`config.mk`:
```
export PLATFORM = sky130hd
export DESIGN_NAME = serchain_reader
export DESIGN_NICKNAME = d
export VERILOG_FILES = /design/src/rtl/sc_pkg.sv /design/src/rtl/sc_spi_rx.sv /design/src/rtl/sc_slice_diag.sv /design/src/rtl/serchain_reader.sv
export SDC_FILE = /design/constraint.sdc
export NUM_CORES = 1
export LEC_CHECK = 0
export BUFFER_PORTS_ARGS = -buffer_cell sky130_fd_sc_hd__buf_4
export CORE_MARGIN = 2
export CORE_UTILIZATION = 60
export DETAILED_ROUTE_END_ITERATION = 8
export GPL_TIMING_DRIVEN = 0
export HOLD_SLACK_MARGIN = 0.12
export PLACE_DENSITY_LB_ADDON = 0.05
export SETUP_SLACK_MARGIN = 0.4
export SLEW_MARGIN = 40
export SYNTH_ARGS = -nofsm -noshare
export SYNTH_HDL_FRONTEND = slang
export SYNTH_HIERARCHICAL = 1
export SYNTH_SLANG_ARGS = --single-unit
```
`constraint.sdc`:
```
create_clock -name clk -period 2.65 [get_ports clk]
set_clock_uncertainty 0.1 [all_clocks]
set_input_delay 0.265 -clock clk [delete_from_list [all_inputs] [get_ports clk]]
set_output_delay 0.265 -clock clk [all_outputs]
set_load 0.05 [all_outputs]
```
`src/rtl/sc_pkg.sv`:
```
package sc_pkg;

   typedef enum logic [1:0] {
      SC_IDLE  = 2'd0,
      SC_SHIFT = 2'd1,
      SC_TAIL  = 2'd2
   } sc_state_e;

   typedef struct packed {
      logic crc_err;
      logic ovtemp;
      logic uv_alarm;
      logic uv_warn;
      logic fault;
      logic valid;
   } sc_diag_t;

   // 5-bit check code, generator x^5+x^4+x^2+1, MSB first, zero seed
   function automatic logic [4:0] sc_crc5(input logic [7:0] d);
      logic [4:0] r;
      logic       fb;
      r = '0;
      for (int i = 7; i >= 0; i--) begin
         fb = r[4] ^ d[i];
         r  = {r[3:0], 1'b0} ^ (fb ? 5'b10101 : 5'b00000);
      end
      return r;
   endfunction

endpackage

```
`src/rtl/sc_spi_rx.sv`:
```
module sc_spi_rx
   import sc_pkg::*;
#(
   parameter int N_SLICES  = 3,
   parameter int SCLK_HALF = 2,
   parameter int IDXW      = $clog2(2 * N_SLICES + 1)
) (
   input  logic            clk,
   input  logic            rst_n,
   input  logic            start_i,
   input  logic            mode16_i,
   output logic            sclk_o,
   output logic            cs_n_o,
   input  logic            miso_i,
   output logic            busy_o,
   output logic            byte_vld_o,
   output logic [7:0]      byte_o,
   output logic [IDXW-1:0] byte_idx_o,
   output logic            frame_end_o
);
   localparam int DIVW = (SCLK_HALF > 1) ? $clog2(SCLK_HALF) : 1;
   localparam logic [DIVW-1:0] DIV_LAST  = DIVW'(SCLK_HALF - 1);
   localparam logic [IDXW-1:0] LAST_LONG = IDXW'(2 * N_SLICES - 1);
   localparam logic [IDXW-1:0] LAST_SHRT = IDXW'(N_SLICES - 1);

   sc_state_e       st_q;
   logic [DIVW-1:0] div_q;
   logic [2:0]      bit_q;
   logic [IDXW-1:0] cnt_q, last_q;
   logic [6:0]      sh_q;

   assign busy_o = (st_q != SC_IDLE);

   always_ff @(posedge clk or negedge rst_n) begin
      if (!rst_n) begin
         st_q        <= SC_IDLE;
         div_q       <= '0;
         bit_q       <= '0;
         cnt_q       <= '0;
         last_q      <= '0;
         sh_q        <= '0;
         sclk_o      <= 1'b0;
         cs_n_o      <= 1'b1;
         byte_vld_o  <= 1'b0;
         byte_o      <= '0;
         byte_idx_o  <= '0;
         frame_end_o <= 1'b0;
      end else begin
         byte_vld_o  <= 1'b0;
         frame_end_o <= 1'b0;
         unique case (st_q)
            SC_IDLE: if (start_i) begin
               st_q   <= SC_SHIFT;
               cs_n_o <= 1'b0;
               sclk_o <= 1'b0;
               div_q  <= '0;
               bit_q  <= '0;
               cnt_q  <= '0;
               last_q <= mode16_i ? LAST_LONG : LAST_SHRT;
            end
            SC_SHIFT: begin
               if (div_q == DIV_LAST) begin
                  div_q  <= '0;
                  sclk_o <= ~sclk_o;
                  if (!sclk_o) begin
                     sh_q  <= {sh_q[5:0], miso_i};
                     bit_q <= bit_q + 3'd1;
                     if (bit_q == 3'd7) begin
                        byte_vld_o <= 1'b1;
                        byte_o     <= {sh_q, miso_i};
                        byte_idx_o <= cnt_q;
                        cnt_q      <= cnt_q + 1'b1;
                        if (cnt_q == last_q) st_q <= SC_TAIL;
                     end
                  end
               end else begin
                  div_q <= div_q + 1'b1;
               end
            end
            SC_TAIL: begin
               if (div_q == DIV_LAST) begin
                  div_q       <= '0;
                  sclk_o      <= 1'b0;
                  cs_n_o      <= 1'b1;
                  st_q        <= SC_IDLE;
                  frame_end_o <= 1'b1;
               end else begin
                  div_q <= div_q + 1'b1;
               end
            end
            default: st_q <= SC_IDLE;
         endcase
      end
   end
endmodule

```
`src/rtl/sc_slice_diag.sv`:
```
module sc_slice_diag
   import sc_pkg::*;
(
   input  logic [7:0] in_byte_i,
   input  logic [7:0] st_byte_i,
   input  logic       mode16_i,
   input  logic       ign_uv_i,
   input  logic       fault_pin_i,
   output sc_diag_t   diag_o
);
   logic code_bad;
   assign code_bad = (st_byte_i[7:3] != sc_crc5(in_byte_i));

   always_comb begin
      diag_o.crc_err  = mode16_i & code_bad;
      diag_o.ovtemp   = mode16_i & st_byte_i[1];
      diag_o.uv_alarm = mode16_i & ~ign_uv_i & ~st_byte_i[2];
      diag_o.uv_warn  = mode16_i & ~ign_uv_i & ~st_byte_i[0];
      diag_o.fault    = ~ign_uv_i & fault_pin_i;
      diag_o.valid    = ~(diag_o.fault | diag_o.crc_err |
                          diag_o.ovtemp | diag_o.uv_alarm);
   end
endmodule

```
`src/rtl/serchain_reader.sv`:
```
module serchain_reader
   import sc_pkg::*;
#(
   parameter int N_SLICES     = 3,
   parameter int SCLK_HALF    = 2,
   parameter bit SHARED_FAULT = 1'b0
) (
   input  logic                                     clk,
   input  logic                                     rst_n,
   input  logic                                     start_i,
   input  logic                                     mode16_i,
   input  logic                                     ignore_uv_i,
   input  logic [(SHARED_FAULT ? 1 : N_SLICES)-1:0] fault_i,
   output logic                                     spi_sclk_o,
   output logic                                     spi_cs_n_o,
   input  logic                                     spi_miso_i,
   output logic                                     busy_o,
   output logic                                     done_o,
   output logic [8*N_SLICES-1:0]                    data_o,
   output logic [N_SLICES-1:0]                      crc_err_o,
   output logic [N_SLICES-1:0]                      ovtemp_o,
   output logic [N_SLICES-1:0]                      uv_alarm_o,
   output logic [N_SLICES-1:0]                      uv_warn_o,
   output logic [N_SLICES-1:0]                      fault_o,
   output logic [N_SLICES-1:0]                      valid_o
);
   localparam int IDXW = $clog2(2 * N_SLICES + 1);

   if (N_SLICES < 1) begin : g_bad_n
      $error("serchain_reader: N_SLICES must be at least 1");
   end
   if (SCLK_HALF < 1) begin : g_bad_half
      $error("serchain_reader: SCLK_HALF must be at least 1");
   end

   logic            byte_vld, frame_end;
   logic [7:0]      rx_byte;
   logic [IDXW-1:0] rx_idx;
   logic            mode_q, ign_q;

   sc_spi_rx #(.N_SLICES(N_SLICES), .SCLK_HALF(SCLK_HALF), .IDXW(IDXW)) u_rx (
      .clk        (clk),
      .rst_n      (rst_n),
      .start_i    (start_i),
      .mode16_i   (mode16_i),
      .sclk_o     (spi_sclk_o),
      .cs_n_o     (spi_cs_n_o),
      .miso_i     (spi_miso_i),
      .busy_o     (busy_o),
      .byte_vld_o (byte_vld),
      .byte_o     (rx_byte),
      .byte_idx_o (rx_idx),
      .frame_end_o(frame_end)
   );

   always_ff @(posedge clk or negedge rst_n) begin
      if (!rst_n) begin
         mode_q <= 1'b0;
         ign_q  <= 1'b0;
         done_o <= 1'b0;
      end else begin
         done_o <= frame_end;
         if (start_i && !busy_o) begin
            mode_q <= mode16_i;
            ign_q  <= ignore_uv_i;
         end
      end
   end

   for (genvar s = 0; s < N_SLICES; s++) begin : g_slice
      logic [7:0] in_q, st_q;
      logic       pin;
      logic       wr_in, wr_st;
      sc_diag_t   dg;

      if (SHARED_FAULT) begin : g_shared
         assign pin = fault_i[0];
      end else begin : g_own
         assign pin = fault_i[s];
      end

      assign wr_in = byte_vld && (mode_q ? (rx_idx == IDXW'(2 * s)) : (rx_idx == IDXW'(s)));
      assign wr_st = byte_vld && mode_q && (rx_idx == IDXW'(2 * s + 1));

      always_ff @(posedge clk or negedge rst_n) begin
         if (!rst_n) begin
            in_q <= '0;
            st_q <= '0;
         end else begin
            if (wr_in) in_q <= rx_byte;
            if (wr_st) st_q <= rx_byte;
         end
      end

      sc_slice_diag u_diag (
         .in_byte_i  (in_q),
         .st_byte_i  (st_q),
         .mode16_i   (mode_q),
         .ign_uv_i   (ign_q),
         .fault_pin_i(pin),
         .diag_o     (dg)
      );

      always_ff @(posedge clk or negedge rst_n) begin
         if (!rst_n) begin
            data_o[8*s +: 8] <= '0;
            crc_err_o[s]     <= 1'b0;
            ovtemp_o[s]      <= 1'b0;
            uv_alarm_o[s]    <= 1'b0;
            uv_warn_o[s]     <= 1'b0;
            fault_o[s]       <= 1'b0;
            valid_o[s]       <= 1'b0;
         end else if (frame_end) begin
            data_o[8*s +: 8] <= in_q;
            crc_err_o[s]     <= dg.crc_err;
            ovtemp_o[s]      <= dg.ovtemp;
            uv_alarm_o[s]    <= dg.uv_alarm;
            uv_warn_o[s]     <= dg.uv_warn;
            fault_o[s]       <= dg.fault;
            valid_o[s]       <= dg.valid;
         end
      end
   end
endmodule

```
* After elaboration in Yosys (flattened, before gate mapping)
Cells that the tools add are included.
** Operators by class
- Add/subtract/negate cells :: 3
- Multiply operators :: 0
- Div/mod/pow operators :: 0
- Magnitude comparators :: 0
- Equality and inequality tests :: 18
- Shift-type cells :: 0
- Mux-type cells :: 56
- Bitwise operators :: 78
- Reduce and logical (&&, ||, !) cells :: 26
** Operators by type and width (count)
- two-way mux 5 bit :: 24
- bitwise XOR 5 bit :: 21
- two-way mux 3 bit :: 7
- bitwise XOR 1 bit :: 21
- AND 1 bit :: 16
- inequality test 5 bit :: 3
- two-way mux 1 bit :: 13
- two-way mux 2 bit :: 6
- case mux 3 bit (2 select lines) :: 2
- AND reduction 4 bit :: 3
- inverter 1 bit :: 11
- == test 3 bit, second input constant :: 3
- bitwise OR 1 bit :: 9
- logical AND 1 bit :: 8
- inequality test 2 x 1 -> 1 bit, second input constant :: 4
- nonzero test 2 bit :: 4
- adder 3 x 1 -> 3 bit, second input constant :: 2
- == test 3 x 2 -> 1 bit, second input constant :: 2
- case mux 2 bit (3 select lines) :: 1
- AND reduction 3 bit :: 2
- AND reduction 6 bit :: 1
- AND reduction 5 bit :: 1
- inequality test 2 bit, second input constant :: 2
- case mux 1 bit (2 select lines) :: 2
- other kinds (12) :: 13
** Storage, ports and cells
- Register bits :: 127
- Bits in latches :: 0
- Bits in writable memories :: 0
- Memory bits (read-only) :: 0
- Output and inout port bits :: 46
- Word-level logic and storage cells :: 223
- Memories :: 0

* Longest topological paths before layout
Gate-level depths: netlist of the first run.
- Depth after elaboration :: 28
- Depth in mapped cells :: 8

* By module
The synthesis of the first run kept the hierarchy.
** By module, submodules not included
- serchain_reader :: instances 1, cells each 252, area an instance 3707.3 µm², sequential area each 2327.2 µm²
- sc_spi_rx :: instances 1, cells each 126, area an instance 1606.5 µm², sequential area each 827.0 µm²
- sc_slice_diag :: instances 3, cells each 26, area an instance 302.8 µm², sequential area each 0.0 µm²

* Worst setup path before layout of the first run
No wires, ideal clock.
- Kind :: flip-flop to flip-flop
- Start :: reg g_slice[1].in_q[3]
- End :: reg crc_err_o[1]
- Library setup time :: 0.125 ns
- Arrival :: 1.915 ns
- Required time :: 2.425 ns
- Slack :: 0.510 ns
- Cell stages (with the launch flop) :: 6
- Buffers on the path :: 0
- Period minus slack after synthesis :: 2.140 ns
- Cell sequence :: dfrtp_1 > xnor2_1 > xnor3_1 > mux2i_1 > o41a_2 > mux2_2
** RTL lines
- from (decl) :: RTL line serchain_reader.sv:71 : logic [7:0] in_q, st_q;
- from (signal assigned) :: RTL line serchain_reader.sv:90 : if (wr_in) in_q <= rx_byte;
- to (signal, indexed assignment) :: RTL line serchain_reader.sv:115 : crc_err_o[s] <= dg.crc_err;
- to (decl) :: RTL line serchain_reader.sv:20 : output logic [N_SLICES-1:0] crc_err_o,

==> impl_metrics.toml, run 1 <==
[outcome]
status = "finished clean"

[sta]
finalSetupTns_ns = 0
slew_viol_final = 0
fmax_ghz = 0.455
tightest_slew_ns = 0.718
setup_viol = 0
fin_crit_ns = 2.20
rsz0062_at_grt = "yes"
slew_headroom = 0.521
hold_viol_final = 0
timing.hold.ws_ns = 0.136
min_period_over_period = 0.830

[logic_synthesis]
synthDominantCellAreaShare = 0.503
yosysTopAreaCell = "dfrtp_1"
yosysSeqAreaShare = 0.507
synth.cell_area_um2 = 6220
synth_flop_cell = "dfrtp_1"
synth_cell_types = 55
synth_edf_count = 0
synth_nets = 472
avgSynthCellArea_um2 = 13.6
yosys_warnings = 6
synth-seq-cells = 126
synthCells = 456
synthArstFlopShare = 1.00
synth_area_leaders = "dfrtp_1, mux2_2, o22ai_1"

[detailed_routing]
vias = 4006
firstDrtPassIters = 5
drt-initial-drc-count = 150
wl_per_cell_um = 18.3
drt-total-wl_um = 12700
drt-vias-per-instance = 5.77
antenna_left = 0
drc = 0

[die]
die_w_um = 106
core_um2 = 10200
die_h_um = 106
rows = 37
die-area_um2 = 11200
ios = 55
start_util = 0.611

[pwr]
p_switching_uw = 974
switching_share = 0.218
p_int_uw = 3500
ir_drop_mv = 0.339
clkPwrFrac = 0.525
combPwrFrac = 0.032
p_seq_frac = 0.443
p_leak_uw = 0.00372
power_density_nw_per_um2 = 586

[critical_path]
critPathLaunchType = "flop"
endpoint_kind = "flop"
r2r_slack_ns = 0.45
worstPathArrival_ns = 2.51
crit_path_max_incr_delay_ns = 0.50
worst_path_max_delay_cell = "o41a_2"
worstPathRequired_ns = 2.96
cp_cell_sequence = "xnor2_2 > xnor3_1 > mux2i_1 > o41a_2 > mux2_2"
critPathKind = "reg2reg"
critPathTopFamily = "XOR/XNOR gates"
cp_max_fo = 5
cp_num_buf_inv = 0

[grt]
grt_pass1_vias = 4222
grt_max_degree = 77
grt_overflow_total = 0
grt_pass1_wl_um = 21200
grt_antenna_before_repair = 0
grtUsageTotal = 0.247

[layout]
nNetsFinal = 561
diodes = 0
final_cells = 694
drive_above_1_share = 0.441
final_common_cell = "dfrtp_1"
final_cell_mix = "dfrtp_1, mux2_2, buf_4"
area_growth_syn_to_layout_pct = 22.6

[placed_design]
io_buffers = 54
dp_hpwl_um = 8260
routabilityCongestion = 0.785
dp.cells = 648

[clock_network]
cts_buffers = 17
cts.htree.levels = 4
cts_tree = "done"
clock-sinks = 126
insertion_delay_ns = 0.53
cts_root_buffer = "clkbuf_8"
path_clk_slew_ns = 0.06
clockBufferDepth = 2

[flow_run]
drv_cap = 0

[worst_hold_path]
min-delay-path-class = "in2reg"
## power by group through the flow
stage               combinational, uW  clock [uW]  sequential [uW]
floorplan                        67.3           0             2000
global placement                  120           0             2010
detailed placement                134           0             2020
CTS                               144        2370             1980
global route                      160        2460             1980
finish                            142        2350             1980
## repair_timing
action | 4_1_cts | 5_1_grt
pin swaps | 0 | 2
hold buffers | 8 | 0
endpoints found under the setup margin | 4 | 22
buffers inserted | 0 | 6
hold endpoints to repair | 134 | 0
gates resized for setup | 4 | 6
## worst paths after layout
| kind | endpoint | cells past startpoint | start |
|---|---|---|---|
| max in group asynchronous | u_rx/cs_n_o$_DFFE_PN1P_ | 4 | rst_n |
| min in group asynchronous | data_o[19]$_DFFE_PN0P_ | 3 | rst_n |
| hold / removal | fault_o[1]$_DFFE_PN0P_ | 3 | fault_i[1] |
| setup / recovery | crc_err_o[1]$_DFFE_PN0P_ | 5 | g_slice[1].in_q[3]$_DFFE_PN0P_ |
| hold reg to reg | done_o$_DFF_PN0_ | 0 | u_rx/frame_end_o$_DFF_PN0_ |
| setup reg to reg | crc_err_o[1]$_DFFE_PN0P_ | 5 | g_slice[1].in_q[3]$_DFFE_PN0P_ |
## cells by family (layout without fill, tap and decap cells)
| logic type | after synthesis | after routing | synth area share |
|---|---|---|---|
| xor gates and xnor gates | 46 | 46 | 0.102 |
| and+or+nand+nor | 67 | 67 | 0.0750 |
| buffers and inverters | 27 | 129 | 0.0231 |
| DFF | 126 | 126 | 0.507 |
| muxes | 103 | 103 | 0.189 |
| adders and majority gates | 7 | 7 | 0.0141 |
| AOI/OAI and AO/OA | 80 | 80 | 0.0897 |
## worst register-to-register path: cells and delay by family (launching register included)
kind / cells / cell delay, ns
xor gates and xnor gates: 2 / 0.58
AOI/OAI and AO/OA: 1 / 0.50
DFF: 1 / 0.46
muxes: 2 / 0.44
## per-stage QoR
step	util	instance area (um2)	setup WS (ns)	power (uW)
5_1_grt	0.749	7630	0.387	4600
4_1_cts	0.743	7570	0.423	4500
2_1_floorplan	-	6220	0.510	2060
3_3_place_gp	0.667	6800	0.404	2130
3_5_place_dp	0.674	6860	0.358	2150
6_report	0.749	7630	0.450	4470
## flip-flops by register name, indices dropped and copies added (netlist names), 7 cells and up
register,count
u_rx/sh_q,7
u_rx/byte_o,8
g_slice.in_q,24
g_slice.st_q,24
data_o,24
## per-layer routing
metal / part of all wire / GRT usage / vias up
met4: 0.013 / 0.0977 / 0
met1: 0.44 / 0.333 / 2041
met5: 0 / 0 / -
li1: - / - / 1856
met3: 0.047 / 0.0451 / 16
met2: 0.50 / 0.400 / 93
## synth_stat cells (2+ instances only)
cell type / number
dfrtp_1: 125
mux2_2: 88
o22ai_1: 32
a21oi_1: 26
xor2_1: 16
xnor2_1: 15
nand2_1: 11
mux2i_1: 8
and2_1: 7
buf_2: 7
ha_1: 7
inv_1: 7
mux2_4: 7
nor2b_1: 7
clkbuf_1: 6
nor2_1: 6
nor3b_1: 6
o21ai_0: 6
xnor3_2: 6
buf_6: 4
nand3_1: 3
o41a_2: 3
o41ai_2: 3
or2_2: 3
or4_4: 3
or4b_1: 3
xnor3_1: 3
xor3_1: 3
xor3_4: 3
a211oi_2: 2
buf_1: 2
nand2b_1: 2
nand2b_4: 2
nor3_1: 2
or3b_1: 2
## area by class of cell
class	instances	area, um2
flip-flops and latches	126	3160
clock buffers	19	442
inverters	7	26.3
multi-input cells	303	2950
repair buffers	70	593
clock inverters	13	165
plain buffers	20	118
well taps	136	170
fillers	687	2550
No activity file was read; power rests on OpenSTA's default activity.
==> inputs of run 2 (changes only) <==
--- a/config.mk
+++ b/config.mk
@@ -7,7 +7,7 @@
 export LEC_CHECK = 0
 export BUFFER_PORTS_ARGS = -buffer_cell sky130_fd_sc_hd__buf_4
 export CORE_MARGIN = 2
-export CORE_UTILIZATION = 60
+export CORE_UTILIZATION = 54
 export DETAILED_ROUTE_END_ITERATION = 8
 export GPL_TIMING_DRIVEN = 0
 export HOLD_SLACK_MARGIN = 0.12
==> constraint.sdc (replaced) <==
create_clock -name clk -period 1.8 [get_ports clk]
set_clock_uncertainty 0.1 [all_clocks]
set_input_delay 0.18 -clock clk [delete_from_list [all_inputs] [get_ports clk]]
set_output_delay 0.18 -clock clk [all_outputs]
set_load 0.05 [all_outputs]
==> impl_metrics.toml, run 2 (synthesis gave the netlist of run 1 again) <==
[outcome]
status = "finished, violations left"
violations = "setup timing"

[detailed_routing]
drt-initial-drc-count = 379
antenna_left = 0
wl_per_cell_um = 23.6
firstDrtPassIters = 4
drt-total-wl_um = 18800
drc = 0
drt-vias-per-instance = 6.01
vias = 4784

[clock_network]
cts_tree = "done"
clockBufferDepth = 2
path_clk_slew_ns = 0.06
cts_root_buffer = "clkbuf_16"
cts.htree.levels = 4
clock-sinks = 126
cts_buffers = 17
insertion_delay_ns = 0.43

[sta]
finalSetupTns_ns = -2.37
slew_headroom = 0.513
tightest_slew_ns = 0.730
slew_viol_final = 0
setup_viol = 14
fin_crit_ns = 2.20
setup_ws_ns = -0.398
rsz0062_at_grt = "yes"
min_period_over_period = 1.22
fmax_ghz = 0.455
hold_viol_final = 0

[layout]
area_growth_syn_to_layout_pct = 54.9
nNetsFinal = 656
fillers = 503
multiInputGateArea_um2 = 3820
top_regs = "data_o: 24 flops, g_slice.in_q: 24 flops, g_slice.st_q: 24 flops"
diodes = 0
final_common_cell = "buf_4"
final_util = 0.852
final_cell_mix = "buf_4, dfrtp_1, mux2_4"
regArea_um2 = 3190
drive_above_1_share = 0.695

[die]
rows = 39
start_util = 0.550
die_h_um = 111
die_w_um = 111
core_um2 = 11300
ios = 55
die-area_um2 = 12400

[placed_design]
io_buffers = 54
dp_hpwl_um = 9080
routabilityCongestion = 0.799

[grt]
grt_max_degree = 53
grt_antenna_before_repair = 0
grt_overflow_total = 0
grt_pass1_wl_um = 26600
grtUsageTotal = 0.280
grt_pass1_vias = 4796

[pwr]
p_leak_uw = 0.00463
power_density_nw_per_um2 = 690
ir_drop_mv = 0.629

[critical_path]
worstPathArrival_ns = 2.40
endpoint_kind = "flop"
r2r_end = "valid_o[2]$_DFFE_PN0P_"
critPathLaunchType = "flop"
cp_max_fo = 3
rr_startpoint = "g_slice[2].in_q[2]$_DFFE_PN0P_"
critPathKind = "reg2reg"
worstPathRequired_ns = 2.01
r2r_slack_ns = -0.40
reg2regPathDepth = 7

[worst_hold_path]
min-delay-path-class = "in2async"

[flow_run]
drv_cap = 0
## run 2: how the worst max path moves through the flow
stage	slack, ns	startpoint	end	cells after the start
after global routing	-0.43	g_slice[2].in_q[2]$_DFFE_PN0P_	valid_o[2]$_DFFE_PN0P_	7
after CTS	-0.35	g_slice[1].in_q[5]$_DFFE_PN0P_	valid_o[1]$_DFFE_PN0P_	5
final	-0.40	g_slice[2].in_q[2]$_DFFE_PN0P_	valid_o[2]$_DFFE_PN0P_	7
after floorplan	-0.29	g_slice[1].in_q[5]$_DFFE_PN0P_	valid_o[1]$_DFFE_PN0P_	5
after detailed placement	-0.44	g_slice[1].in_q[5]$_DFFE_PN0P_	valid_o[1]$_DFFE_PN0P_	5
after global placement	-0.43	g_slice[2].in_q[5]$_DFFE_PN0P_	valid_o[2]$_DFFE_PN0P_	5
## run 2: routing by layer
layer,wire (um),vias up,GRT usage,part of all wire
li1,-,2048,-,-
met3,954,59,0.0533,0.051
met5,0,-,0,0
met4,667,0,0.105,0.036
met2,9570,191,0.466,0.51
met1,7590,2486,0.368,0.40
## run 2: area by class of cell
cell class	instances	share of cell area
Multi-Input combinational cell	303	0.396
Inverter	7	0.00506
Clock inverter	14	0.0151
Sequential cell	126	0.331
Timing Repair Buffer	165	0.159
Buffer	20	0.0297
Clock buffer	18	0.0456
Tap cell	143	0.0186
## run 2: report_power, final
part | switching, uW | internal (uW) | total [uW] | leakage, uW
combinational | 144 | 173 | 317 | 0.00270
clock | 1330 | 2070 | 3400 | 0.000278
sequential | 73.3 | 2860 | 2930 | 0.00164
total | 1550 | 5100 | 6650 | 0.00463
## run 2: stage by stage
step	hold slack [ns]	worst slack (ns)	cells	total power, uW	cell area, um2
after detailed placement	-0.0691	-0.445	655	3190	7180
after global routing	0.105	-0.428	796	6840	9640
after floorplan	-0.216	-0.287	456	3050	6540
after global placement	0.264	-0.435	653	3160	7120
final	0.0873	-0.398	796	6650	9640
after CTS	0.0835	-0.351	768	6620	9060
## run 2: worst max-delay path, cell delays in order, from the launching register on
cell	delay (ns)
dfrtp_2	0.43
buf_4	0.16
xor3_4	0.48
and2_1	0.19
mux2i_2	0.22
buf_4	0.17
o41ai_4	0.08
mux2_4	0.26
## run 2: timing repair
item                                   4_1_cts  5_1_grt
endpoints found under the hold margin      127        5
gates resized for setup                    145       76
setup endpoints to repair                  123       97
setup buffers                               76       27
hold buffers                                 5        1
pin swaps                                   23       22
